**config.mk**
```make
export PLATFORM = sky130hd
export DESIGN_NAME = sect_tlb
export DESIGN_NICKNAME = d
export VERILOG_FILES = /design/src/rtl/sect_tlb_pkg.sv /design/src/rtl/sect_tlb_cam.sv /design/src/rtl/sect_tlb_victim.sv /design/src/rtl/sect_tlb_walker.sv /design/src/rtl/sect_tlb.sv
export SDC_FILE = /design/constraint.sdc
export NUM_CORES = 1
export LEC_CHECK = 0
export ABC_AREA = 1
export BUFFER_PORTS_ARGS = -buffer_cell sky130_fd_sc_hd__buf_2
export CAP_MARGIN = 25
export CORE_MARGIN = 2
export CORE_UTILIZATION = 60
export DETAILED_ROUTE_END_ITERATION = 7
export PLACE_DENSITY = 0.84
export SKIP_CTS_REPAIR_TIMING = 1
export SYNTH_ARGS = -nofsm -noshare
export SYNTH_HDL_FRONTEND = slang
export SYNTH_SLANG_ARGS = --single-unit
```
**constraint.sdc**
```tcl
create_clock -name clk -period 6.9 [get_ports clk]
set_input_delay 1.38 -clock clk [delete_from_list [all_inputs] [get_ports clk]]
set_output_delay 1.38 -clock clk [all_outputs]
set_load 0.01 [all_outputs]
```
**src/rtl/sect_tlb_pkg.sv**
```systemverilog
package sect_tlb_pkg;

  localparam logic [1:0] DT_FAULT = 2'b00;
  localparam logic [1:0] DT_TABLE = 2'b01;
  localparam logic [1:0] DT_SECT  = 2'b10;

  localparam int AP_LSB    = 10;
  localparam int SUPER_BIT = 18;

  typedef enum logic [2:0] {
    CAUSE_NONE  = 3'd0,
    CAUSE_FAULT = 3'd1,
    CAUSE_UNSUP = 3'd2,
    CAUSE_PERM  = 3'd3,
    CAUSE_NOWAY = 3'd4
  } cause_e;

  function automatic logic perm_ok(input logic [1:0] ap, input logic user, input logic write);
    case (ap)
      2'b00:   perm_ok = 1'b0;
      2'b01:   perm_ok = !user;
      2'b10:   perm_ok = !user || !write;
      default: perm_ok = 1'b1;
    endcase
  endfunction

endpackage

```
**src/rtl/sect_tlb_cam.sv**
```systemverilog
module sect_tlb_cam #(
  parameter int ENTRIES = 8,
  parameter int TAG_W   = 12,
  localparam int IDX_W  = $clog2(ENTRIES)
) (
  input  logic               clk,
  input  logic               rst,
  input  logic [TAG_W-1:0]   look_tag,
  output logic [ENTRIES-1:0] hit_vec,
  output logic               hit,
  output logic [TAG_W-1:0]   hit_ptag,
  output logic [1:0]         hit_ap,
  input  logic               fill_we,
  input  logic [IDX_W-1:0]   fill_idx,
  input  logic [TAG_W-1:0]   fill_vtag,
  input  logic [TAG_W-1:0]   fill_ptag,
  input  logic [1:0]         fill_ap,
  input  logic               fill_lock,
  input  logic               inv_all,
  output logic [ENTRIES-1:0] ent_vld,
  output logic [ENTRIES-1:0] ent_lck
);

  logic [TAG_W-1:0] ptag_arr [ENTRIES];
  logic [1:0]       ap_arr   [ENTRIES];

  for (genvar i = 0; i < ENTRIES; i++) begin : g_ent
    logic             v_q, l_q;
    logic [TAG_W-1:0] vt_q, pt_q;
    logic [1:0]       ap_q;
    logic             sel;

    assign sel = fill_we && (fill_idx == IDX_W'(i));

    always_ff @(posedge clk) begin
      if (rst) begin
        v_q  <= 1'b0;
        l_q  <= 1'b0;
        vt_q <= '0;
        pt_q <= '0;
        ap_q <= '0;
      end else if (sel) begin
        v_q  <= 1'b1;
        l_q  <= fill_lock;
        vt_q <= fill_vtag;
        pt_q <= fill_ptag;
        ap_q <= fill_ap;
      end else if (inv_all && !l_q) begin
        v_q  <= 1'b0;
      end
    end

    assign hit_vec[i]  = v_q && (vt_q == look_tag);
    assign ent_vld[i]  = v_q;
    assign ent_lck[i]  = l_q;
    assign ptag_arr[i] = pt_q;
    assign ap_arr[i]   = ap_q;
  end

  always_comb begin
    hit_ptag = '0;
    hit_ap   = '0;
    for (int i = 0; i < ENTRIES; i++) begin
      hit_ptag = hit_ptag | ({TAG_W{hit_vec[i]}} & ptag_arr[i]);
      hit_ap   = hit_ap   | ({2{hit_vec[i]}} & ap_arr[i]);
    end
  end

  assign hit = |hit_vec;

endmodule

```
**src/rtl/sect_tlb_victim.sv**
```systemverilog
module sect_tlb_victim #(
  parameter int ENTRIES = 8,
  localparam int IDX_W  = $clog2(ENTRIES)
) (
  input  logic               clk,
  input  logic               rst,
  input  logic [ENTRIES-1:0] locked,
  input  logic               advance,
  output logic [IDX_W-1:0]   victim,
  output logic               none_free
);

  localparam int unsigned N = ENTRIES;

  logic [IDX_W-1:0] ptr_q;

  function automatic logic [IDX_W-1:0] wrap_add(input logic [IDX_W-1:0] a, input int unsigned k);
    int unsigned s;
    s = k + {{(32-IDX_W){1'b0}}, a};
    if (s >= N) s = s - N;
    return s[IDX_W-1:0];
  endfunction

  always_comb begin
    logic found;
    logic [IDX_W-1:0] cand;
    found  = 1'b0;
    victim = ptr_q;
    for (int unsigned k = 0; k < N; k++) begin
      cand = wrap_add(ptr_q, k);
      if (!found && !locked[cand]) begin
        found  = 1'b1;
        victim = cand;
      end
    end
    none_free = !found;
  end

  always_ff @(posedge clk) begin
    if (rst) ptr_q <= '0;
    else if (advance) ptr_q <= wrap_add(victim, 1);
  end

endmodule

```
**src/rtl/sect_tlb_walker.sv**
```systemverilog
module sect_tlb_walker import sect_tlb_pkg::*; #(
  parameter int VA_W   = 32,
  parameter int SECT_W = 20,
  localparam int TAG_W = VA_W - SECT_W,
  localparam int TB_W  = VA_W - TAG_W - 2
) (
  input  logic             clk,
  input  logic             rst,
  input  logic             start,
  input  logic [TAG_W-1:0] start_tag,
  input  logic             start_lock,
  input  logic [TB_W-1:0]  ttb_base,
  input  logic             none_free,
  output logic             mem_req,
  output logic [VA_W-1:0]  mem_addr,
  input  logic             mem_ack,
  input  logic [VA_W-1:0]  mem_rdata,
  output logic             idle,
  output logic             fill_we,
  output logic [TAG_W-1:0] fill_vtag,
  output logic [TAG_W-1:0] fill_ptag,
  output logic [1:0]       fill_ap,
  output logic             fill_lock,
  output logic             resp,
  output cause_e           cause
);

  typedef enum logic [1:0] {W_IDLE, W_FETCH, W_RESP} wst_e;

  wst_e             st_q;
  logic [VA_W-1:0]  addr_q;
  logic [TAG_W-1:0] vtag_q;
  logic             lock_q;
  cause_e           cause_q;

  logic [1:0] typ;
  logic       is_sect;
  logic       rdata_unused;

  assign typ          = mem_rdata[1:0];
  assign is_sect      = (typ == DT_SECT) && !mem_rdata[SUPER_BIT];
  assign rdata_unused = ^{mem_rdata[SECT_W-1:SUPER_BIT+1], mem_rdata[SUPER_BIT-1:AP_LSB+2],
                          mem_rdata[AP_LSB-1:2]};

  always_ff @(posedge clk) begin
    if (rst) begin
      st_q    <= W_IDLE;
      addr_q  <= '0;
      vtag_q  <= '0;
      lock_q  <= 1'b0;
      cause_q <= CAUSE_NONE;
    end else begin
      case (st_q)
        W_IDLE: if (start) begin
          st_q   <= W_FETCH;
          addr_q <= {ttb_base, start_tag, 2'b00};
          vtag_q <= start_tag;
          lock_q <= start_lock;
        end
        W_FETCH: if (mem_ack) begin
          if (is_sect && !none_free) begin
            st_q <= W_IDLE;
          end else begin
            st_q <= W_RESP;
            if (is_sect)                                 cause_q <= CAUSE_NOWAY;
            else if (typ == DT_TABLE || typ == DT_SECT) cause_q <= CAUSE_UNSUP;
            else                                         cause_q <= CAUSE_FAULT;
          end
        end
        W_RESP:  st_q <= W_IDLE;
        default: st_q <= W_IDLE;
      endcase
    end
  end

  assign mem_req   = (st_q == W_FETCH);
  assign mem_addr  = addr_q;
  assign idle      = (st_q == W_IDLE);
  assign fill_we   = mem_req && mem_ack && is_sect && !none_free;
  assign fill_vtag = vtag_q;
  assign fill_ptag = mem_rdata[VA_W-1:SECT_W];
  assign fill_ap   = mem_rdata[AP_LSB+1:AP_LSB];
  assign fill_lock = lock_q;
  assign resp      = (st_q == W_RESP);
  assign cause     = cause_q;

endmodule

```
**src/rtl/sect_tlb.sv**
```systemverilog
module sect_tlb import sect_tlb_pkg::*; #(
  parameter int VA_W    = 32,
  parameter int SECT_W  = 20,
  parameter int ENTRIES = 8,
  localparam int TAG_W  = VA_W - SECT_W,
  localparam int TB_W   = VA_W - TAG_W - 2,
  localparam int IDX_W  = $clog2(ENTRIES)
) (
  input  logic            clk,
  input  logic            rst,
  input  logic            xlat_en,
  input  logic [TB_W-1:0] ttb_base,
  input  logic            inv_all,
  input  logic            req_valid,
  input  logic [VA_W-1:0] req_va,
  input  logic            req_write,
  input  logic            req_user,
  input  logic            req_lock,
  output logic            resp_valid,
  output logic [VA_W-1:0] resp_pa,
  output logic [1:0]      resp_ap,
  output logic            resp_abort,
  output logic [2:0]      resp_cause,
  output logic            fill_err,
  output logic            mem_req,
  output logic [VA_W-1:0] mem_addr,
  input  logic            mem_ack,
  input  logic [VA_W-1:0] mem_rdata
);

  logic [TAG_W-1:0]   req_tag;
  logic [ENTRIES-1:0] hit_vec, ent_vld, ent_lck;
  logic               hit;
  logic [TAG_W-1:0]   hit_ptag;
  logic [1:0]         hit_ap;
  logic               fill_we, fill_lock;
  logic [TAG_W-1:0]   fill_vtag, fill_ptag;
  logic [1:0]         fill_ap;
  logic [IDX_W-1:0]   victim;
  logic               none_free;
  logic               walk_idle, walk_resp, walk_start;
  cause_e             walk_cause;

  assign req_tag    = req_va[VA_W-1:SECT_W];
  assign walk_start = req_valid && xlat_en && !hit && walk_idle;

  sect_tlb_cam #(.ENTRIES(ENTRIES), .TAG_W(TAG_W)) u_cam (
    .clk(clk), .rst(rst), .look_tag(req_tag),
    .hit_vec(hit_vec), .hit(hit), .hit_ptag(hit_ptag), .hit_ap(hit_ap),
    .fill_we(fill_we), .fill_idx(victim), .fill_vtag(fill_vtag), .fill_ptag(fill_ptag),
    .fill_ap(fill_ap), .fill_lock(fill_lock), .inv_all(inv_all),
    .ent_vld(ent_vld), .ent_lck(ent_lck)
  );

  sect_tlb_victim #(.ENTRIES(ENTRIES)) u_victim (
    .clk(clk), .rst(rst), .locked(ent_vld & ent_lck), .advance(fill_we),
    .victim(victim), .none_free(none_free)
  );

  sect_tlb_walker #(.VA_W(VA_W), .SECT_W(SECT_W)) u_walker (
    .clk(clk), .rst(rst), .start(walk_start), .start_tag(req_tag), .start_lock(req_lock),
    .ttb_base(ttb_base), .none_free(none_free),
    .mem_req(mem_req), .mem_addr(mem_addr), .mem_ack(mem_ack), .mem_rdata(mem_rdata),
    .idle(walk_idle), .fill_we(fill_we), .fill_vtag(fill_vtag), .fill_ptag(fill_ptag),
    .fill_ap(fill_ap), .fill_lock(fill_lock), .resp(walk_resp), .cause(walk_cause)
  );

  always_comb begin
    resp_valid = 1'b0;
    resp_pa    = '0;
    resp_ap    = '0;
    resp_abort = 1'b0;
    resp_cause = CAUSE_NONE;
    if (!xlat_en) begin
      resp_valid = req_valid;
      resp_pa    = req_va;
      resp_ap    = 2'b11;
    end else if (hit) begin
      resp_valid = req_valid;
      resp_ap    = hit_ap;
      if (perm_ok(hit_ap, req_user, req_write)) begin
        resp_pa = {hit_ptag, req_va[SECT_W-1:0]};
      end else begin
        resp_abort = 1'b1;
        resp_cause = CAUSE_PERM;
      end
    end else if (walk_resp) begin
      resp_valid = req_valid;
      resp_abort = 1'b1;
      resp_cause = walk_cause;
    end
  end

  assign fill_err = walk_resp && (walk_cause == CAUSE_NOWAY);

endmodule

```
==> flow_summary.json, run 1 <==
{
  "status": "completed",
  "antenna_found_initial": 3,
  "clock_latency_ns": 0.55,
  "drv_slew": 0,
  "layout_common_cells": "521 x nand2_1, 344 x nor2_1, 263 x dfxtp_1",
  "end_kind": "primary output",
  "crit_type": "input pin to primary output",
  "ant_nets": 0,
  "wl_per_cell_microns": 17.34,
  "grt_pass1_vias": 13606,
  "hpwl_microns": 30160,
  "relSlewSlack_pct": 30.93,
  "initial_core_util_pct": 61.08,
  "crit_chain": "buf_2 -> clkinv_1 -> nor2_1 -> nor3_1 -> nand4_1 -> nor2_1 -> and2_1 -> nand2_1 -> nand2_1 -> nor2_1 -> nand4_1 -> nand2_1 -> nand3_1 -> nor2_1 -> buf_2",
  "syn_area_sq_um": 14290,
  "layout.nets": 2396,
  "gp_congestion": 0.9452,
  "clk_pin_slew_ns": 0.06,
  "hold_class": "flip-flop to flip-flop",
  "final_common_cell": "nand2_1",
  "cts-buffers-inserted": 28,
  "rows": 56,
  "syn_inst": 2235,
  "areaGrowthSynthToFinish_pct": 10.70,
  "overflow": 0,
  "syn_avg_cell_area_sq_um": 6.396,
  "grt_max_degree": 97,
  "grt_pass1_wl_microns": 70500,
  "ys_seq_elements": 263,
  "root_buffer": "clkbuf_16",
  "cp_top_family": "simple AND/OR/NAND/NOR gates",
  "tightestPinTransition_ns": 1.032,
  "p_leak_nw": 7.234,
  "max-cap-violations": 0,
  "ys.warnings.count": 0,
  "die-area_sq_um": 25080,
  "die_width_microns": 158.4,
  "dr.first_iter.drc_count": 1628,
  "hold_viol": 0,
  "critPathLaunchType": "input pin",
  "fp.dieH_microns": 158.4,
  "crit_buf_inv": 3,
  "num_io_pins": 164,
  "crit_path_max_incr_delay_ns": 0.57,
  "irDropWorstVdd_uv": 186.3,
  "crit_path_frequent_cell": "nor2_1",
  "cts_tree": "yes",
  "max_freq_mhz": 159.6,
  "hold_depth": 2,
  "drtPass1Iterations": 6,
  "drc": 0,
  "grt_usage_pct": 35.81,
  "viasPerCell": 5.718,
  "arrival_ns": 4.89,
  "cp_max_fo": 23,
  "min_period_over_period_pct": 90.81,
  "setup_tns_ns": 0,
  "cpMaxStageDelayCell": "nand2_1",
  "finalWorstSetupSlack_ns": 0.6343,
  "fin_crit_ns": 6.266,
  "fp.coreArea_sq_um": 23400,
  "port-buffer-count": 146,
  "r2r_cells": 17,
  "cts_sinks": 263,
  "place_ws_ns": 0.9245,
  "rsz0062_at_grt": "false",
  "pwr_density_cell_nw_per_um2": 211.0,
  "synth.distinct_cells": 41,
  "worst-path-stages": 15,
  "yosysSeqAreaShare_pct": 36.83,
  "num_vias": 15089,
  "cp.required_ns": 5.52,
  "final-setup-viol-count": 0,
  "power_mw": 3.339,
  "htree_levels": 1,
  "clockBufferDepth": 3,
  "routed_wl_microns": 45750,
  "drive_above_1_share_pct": 10.54,
  "skew_ns": 0.01119
}
## metrics by stage
step                      utilization (%)  cells  instance area, sq um  hold WS [ns]
after global placement              63.64   2584                 14890        0.4289
after detailed placement            63.64   2584                 14890        0.4331
final                               67.62   2639                 15830        0.4418
after CTS                           67.58   2635                 15820        0.4428
after floorplan                         -   2236                 14300        0.4245
after global routing                67.58   2635                 15820        0.4631
## cells in the mapped netlist
cell       number  area, sq um
or3b_2          1        8.760
nand3_2         6        60.06
o22ai_1        30        187.7
xnor2_2         1        16.27
buf_6           8        90.09
nand3b_1       11        82.58
a31oi_1         1        6.260
nor2_2          1        6.260
dfxtp_1       263         5265
nor2_1        347         1303
a21boi_0       21        157.7
clkinv_1        2        7.510
xor2_1         11        96.34
clkbuf_1       56        210.2
or2_2          13        81.33
o211ai_1        4        30.03
nor3_4          1        16.27
inv_1         247        927.1
inv_2           5        18.77
a211o_1         1        8.760
ha_1           10        125.1
buf_4          18        135.1
nand2_1       521         1956
o221ai_1        1        8.760
xnor2_1        18        157.7
nor3_1         27        135.1
o21ai_1         3        15.01
nand4_1        29        181.4
nor3b_1         3        22.52
nor2_4          1        11.26
a21oi_1       185        925.9
nor2b_1         1        6.260
nand2_2         5        31.28
and2_1          5        31.28
o21ai_0       131        655.6
a22oi_1         1        7.510
buf_2          50        250.2
nor4_1         19        118.9
conb_1          1        3.750
o2111ai_1      15        131.4
nand3_1       161        805.8
## state kept, by name, indices dropped and copies added (netlist names)
signal              flops
u_walker.fill_lock      1
u_cam.g_ent.v_q         8
u_walker.st_q           2
u_cam.g_ent.ap_q       16
u_walker.fill_vtag     11
u_walker.mem_addr      19
u_cam.g_ent.l_q         8
u_cam.g_ent.pt_q       96
u_walker.cause          3
u_victim.ptr_q          3
u_cam.g_ent.vt_q       96
## report_power, final
group / total [mW] / switching [mW] / internal (mW)
Clock: 1.52 / 0.627 / 0.894
Sequential: 1.56 / 0.0263 / 1.53
Combinational: 0.258 / 0.178 / 0.0797
Total: 3.34 / 0.831 / 2.51
## path summary, 6_finish.rpt
check                             start                      to  slack, ns
hold reg to reg   u_walker.mem_addr[20]   u_walker.mem_addr[20]       0.44
setup / recovery             req_va[25]           resp_cause[1]       0.63
hold / removal    u_walker.mem_addr[20]   u_walker.mem_addr[20]       0.44
setup reg to reg      u_victim.ptr_q[0]  u_cam.g_ent[3].vt_q[2]       1.57
## per-layer routing
metal	part of all wire [%]	up-vias	track usage [%]
met5	0	-	0
met1	40	6878	46.56
li1	-	7278	-
met2	45	768	56.81
met4	5.2	0	19.86
met3	9.9	165	5.906
## cell families after synthesis
logic type / Yosys count / synth area share, %
AO/OA/AOI/OAI: 393 / 14.93
XOR/XNOR: 30 / 1.891
adder cells (fa/ha/maj): 10 / 0.8753
buffers and inverters: 386 / 11.47
flip-flops: 263 / 36.83
other: 1 / 0.02623
AND/OR/NAND/NOR: 1152 / 33.98
## worst register-to-register path: stages, from the launching register on
cell and delay [ns]:
dfxtp_1 0.63, inv_2 0.22, ha_1 0.47, inv_1 0.23, nand3_1 0.15, nand3b_1 0.12
nand2_2 0.08, nor2_4 0.18, nand3_2 0.10, nor2_2 0.15, nand2_1 0.12, nor3_4 0.23
nand2_2 0.16, nand2_4 0.65, ha_1 0.49, nand2_2 0.65, o21ai_0 0.47, a21oi_1 0.07
## final cells by class
class | count | area (sq um)
clock inverter | 10 | 100.1
sequential | 263 | 5265
multi-input combinational | 1587 | 7428
clock buffer | 41 | 820.8
timing repair buffer | 161 | 843.3
tap | 319 | 399.1
antenna | 4 | 10.01
inverter | 254 | 958.4
fill | 2152 | 7577
(Power assumes the default switching activity.)
==> run 2: changes to the inputs <==
--- a/config.mk
+++ b/config.mk
@@ -5,13 +5,14 @@
 export SDC_FILE = /design/constraint.sdc
 export NUM_CORES = 1
 export LEC_CHECK = 0
-export ABC_AREA = 1
 export BUFFER_PORTS_ARGS = -buffer_cell sky130_fd_sc_hd__buf_2
 export CAP_MARGIN = 25
+export CELL_PAD_IN_SITES_DETAIL_PLACEMENT = 1
+export CELL_PAD_IN_SITES_GLOBAL_PLACEMENT = 1
 export CORE_MARGIN = 2
-export CORE_UTILIZATION = 60
+export CORE_UTILIZATION = 41
 export DETAILED_ROUTE_END_ITERATION = 7
-export PLACE_DENSITY = 0.84
+export PLACE_DENSITY = 0.79
 export SKIP_CTS_REPAIR_TIMING = 1
 export SYNTH_ARGS = -nofsm -noshare
 export SYNTH_HDL_FRONTEND = slang
==> constraint.sdc (replaced) <==
create_clock -name clk -period 5.32 [get_ports clk]
set_input_delay 1.064 -clock clk [delete_from_list [all_inputs] [get_ports clk]]
set_output_delay 1.064 -clock clk [all_outputs]
set_load 0.01 [all_outputs]
==> flow_summary.json, run 2 <==
{
  "power_mw": 4.596,
  "final_common_cell": "dfxtp_1",
  "setup_tns_ns": 0,
  "fp.dieH_microns": 182.8,
  "fp.coreArea_sq_um": 31560,
  "cts-buffers-inserted": 29,
  "tightestPinTransition_ns": 0.8582,
  "fin_crit_ns": 4.885,
  "cts_tree": "yes",
  "rsz0062_at_grt": "false",
  "synth.distinct_cells": 62,
  "viasPerCell": 5.677,
  "hold_depth": 2,
  "crit_path_max_incr_delay_ns": 0.65,
  "synthTopCellsByCount": "263 x dfxtp_1, 196 x mux2i_1, 191 x nand2b_1",
  "use_met2_pct": 42.11,
  "critPathLaunchType": "input pin",
  "clk_pin_slew_ns": 0.06,
  "num_io_pins": 164,
  "cts_sinks": 263,
  "die_width_microns": 182.8,
  "ant_nets": 0,
  "overflow": 0,
  "busiest_layer": "met2",
  "utilization_pct": 48.41,
  "p_leak_nw": 6.357,
  "place_ws_ns": 0.5181,
  "pwr_density_cell_nw_per_um2": 300.9,
  "syn_avg_cell_area_sq_um": 9.380,
  "drc": 0,
  "synth-main-ff-cell": "dfxtp_1",
  "drive_above_1_share_pct": 17.33,
  "stdcell_count": 1932,
  "ys_seq_elements": 263,
  "die-area_sq_um": 33430,
  "initial_core_util_pct": 41.56,
  "fin_area_sq_um": 15280,
  "skew_ns": 0.01486,
  "grt_usage_pct": 24.09,
  "cpMaxStageDelayCell": "nor4_2",
  "htree_levels": 1,
  "grt_pass1_vias": 11454,
  "dr.first_iter.drc_count": 752,
  "cp_max_fo": 13,
  "drtPass1Iterations": 5,
  "syn_area_sq_um": 13110,
  "synth_most_common_cell": "dfxtp_1",
  "gp_congestion": 0.7747,
  "clock_latency_ns": 0.55,
  "arrival_ns": 3.82,
  "relSlewSlack_pct": 42.31,
  "status": "completed",
  "layout.nets": 1608,
  "hpwl_microns": 26320,
  "irDropWorstVdd_uv": 206.4,
  "timing.hold.ws_ns": 0.4577,
  "synth_top_area_share_pct": 40.15,
  "rr_startpoint": "u_victim.ptr_q[1]",
  "grt_max_degree": 130,
  "placed_cells": 1878,
  "max-cap-violations": 0,
  "grt_pass1_wl_microns": 63890,
  "rows": 65,
  "clockBufferDepth": 3,
  "antenna_found_initial": 1,
  "root_buffer": "clkbuf_16",
  "synth_area_leaders": "dfxtp_1 40%, mux2i_1 15%, nand2b_1 9.1%",
  "max_freq_mhz": 204.7,
  "use_met1_pct": 30.74,
  "min_to": "u_cam.g_ent[7].pt_q[6]",
  "wl_per_cell_microns": 21.29,
  "postPlaceCellArea_sq_um": 14160,
  "hold_class": "flip-flop to flip-flop",
  "syn_inst": 1398,
  "routed_wl_microns": 41140,
  "end_kind": "primary output",
  "ys.warnings.count": 0,
  "synth_largest_area_cell": "dfxtp_1",
  "fillers": 3629,
  "grt_util_met3_pct": 2.919,
  "r2r_cells": 15,
  "synth_edf_count": 0,
  "finalWorstSetupSlack_ns": 0.4354,
  "layout_common_cells": "263 x dfxtp_1, 196 x mux2i_1, 191 x nand2b_1",
  "cp.required_ns": 4.26,
  "crit_chain": "buf_2 -> xnor2_1 -> nand4_1 -> nor4_2 -> buf_4 -> a22oi_1 -> a41oi_1 -> a22o_1 -> buf_2",
  "hp-start": "u_cam.g_ent[7].pt_q[6]",
  "num_vias": 10968,
  "port-buffer-count": 146,
  "synthArstFlopShare_pct": 0,
  "crit_path_frequent_cell": "buf_2",
  "rrSetupSlack_ns": 0.75,
  "yosysSeqAreaShare_pct": 40.15,
  "areaGrowthSynthToFinish_pct": 16.49,
  "final-setup-viol-count": 0,
  "hold_viol": 0,
  "min_period_over_period_pct": 91.82,
  "worst_r2r_endpoint": "u_cam.g_ent[7].pt_q[4]",
  "drv_slew": 0,
  "crit_type": "input pin to primary output"
}
==> run 2: cell types whose count changed in the layout (fill, tap and decap cells not counted), sizes merged, moves of 27 or more <==
cell | before | now
a22oi | 1 | 57
nor3 | 28 | 1
o22ai | 30 | 1
inv | 253 | 10
mux2i | 0 | 198
nor2 | 349 | 53
a21oi | 185 | 76
nand3 | 167 | 75
xnor2 | 19 | 100
o21ai | 134 | 15
nand2 | 526 | 90
nand2b | 0 | 191
==> run 2: power by group <==
part           internal (mW)  total, mW  switching (mW)
sequential              1.98       1.99          0.0114
combinational          0.118      0.281           0.163
clock                   1.48       2.32           0.836
==> run 2: cell families (layout without fill, tap and decap cells) <==
logic type	count (synthesis)	count (layout)	synth area share [%]
and+or+nand+nor	502	502	20.94
DFF	263	263	40.15
adders and majority gates	10	10	0.9541
xor gates and xnor gates	102	102	6.812
muxes	209	209	16.66
AOI/OAI and AO/OA	196	196	9.923
buffers and inverters	115	245	4.532
other	1	3	0.02860
==> run 2: worst max-delay path: cells and delay by family <==
family                    cells  cell delay [ns]
buffers and inverters         3             0.91
and+or+nand+nor               2             0.85
AOI/OAI and AO/OA             3             0.79
xor gates and xnor gates      1             0.20
==> run 2: how the worst max path moves through the flow <==
stage | endpoint | start
finish | resp_pa[30] | req_va[23]
global route | resp_pa[21] | req_va[27]
CTS | resp_pa[21] | req_va[23]
detailed placement | resp_pa[20] | req_va[27]
global placement | resp_pa[20] | req_va[28]
floorplan | resp_pa[13] | req_va[27]
==> run 2: metal layers <==
layer	up-vias	share of wire [%]
li1	5082	-
met1	5507	44
met2	291	49
met3	88	4.5
met4	0	3.2
met5	-	0
==> run 2: final cells by class <==
cell class	instances	area [sq um]	area share, %
inverter	11	41.29	0.2703
sequential	263	5265	34.47
antenna	1	2.502	0.01638
multi-input combinational	1021	7326	47.96
clock buffer	43	888.4	5.815
tap	402	503.0	3.293
clock inverter	10	225.2	1.474
timing repair buffer	181	1025	6.708
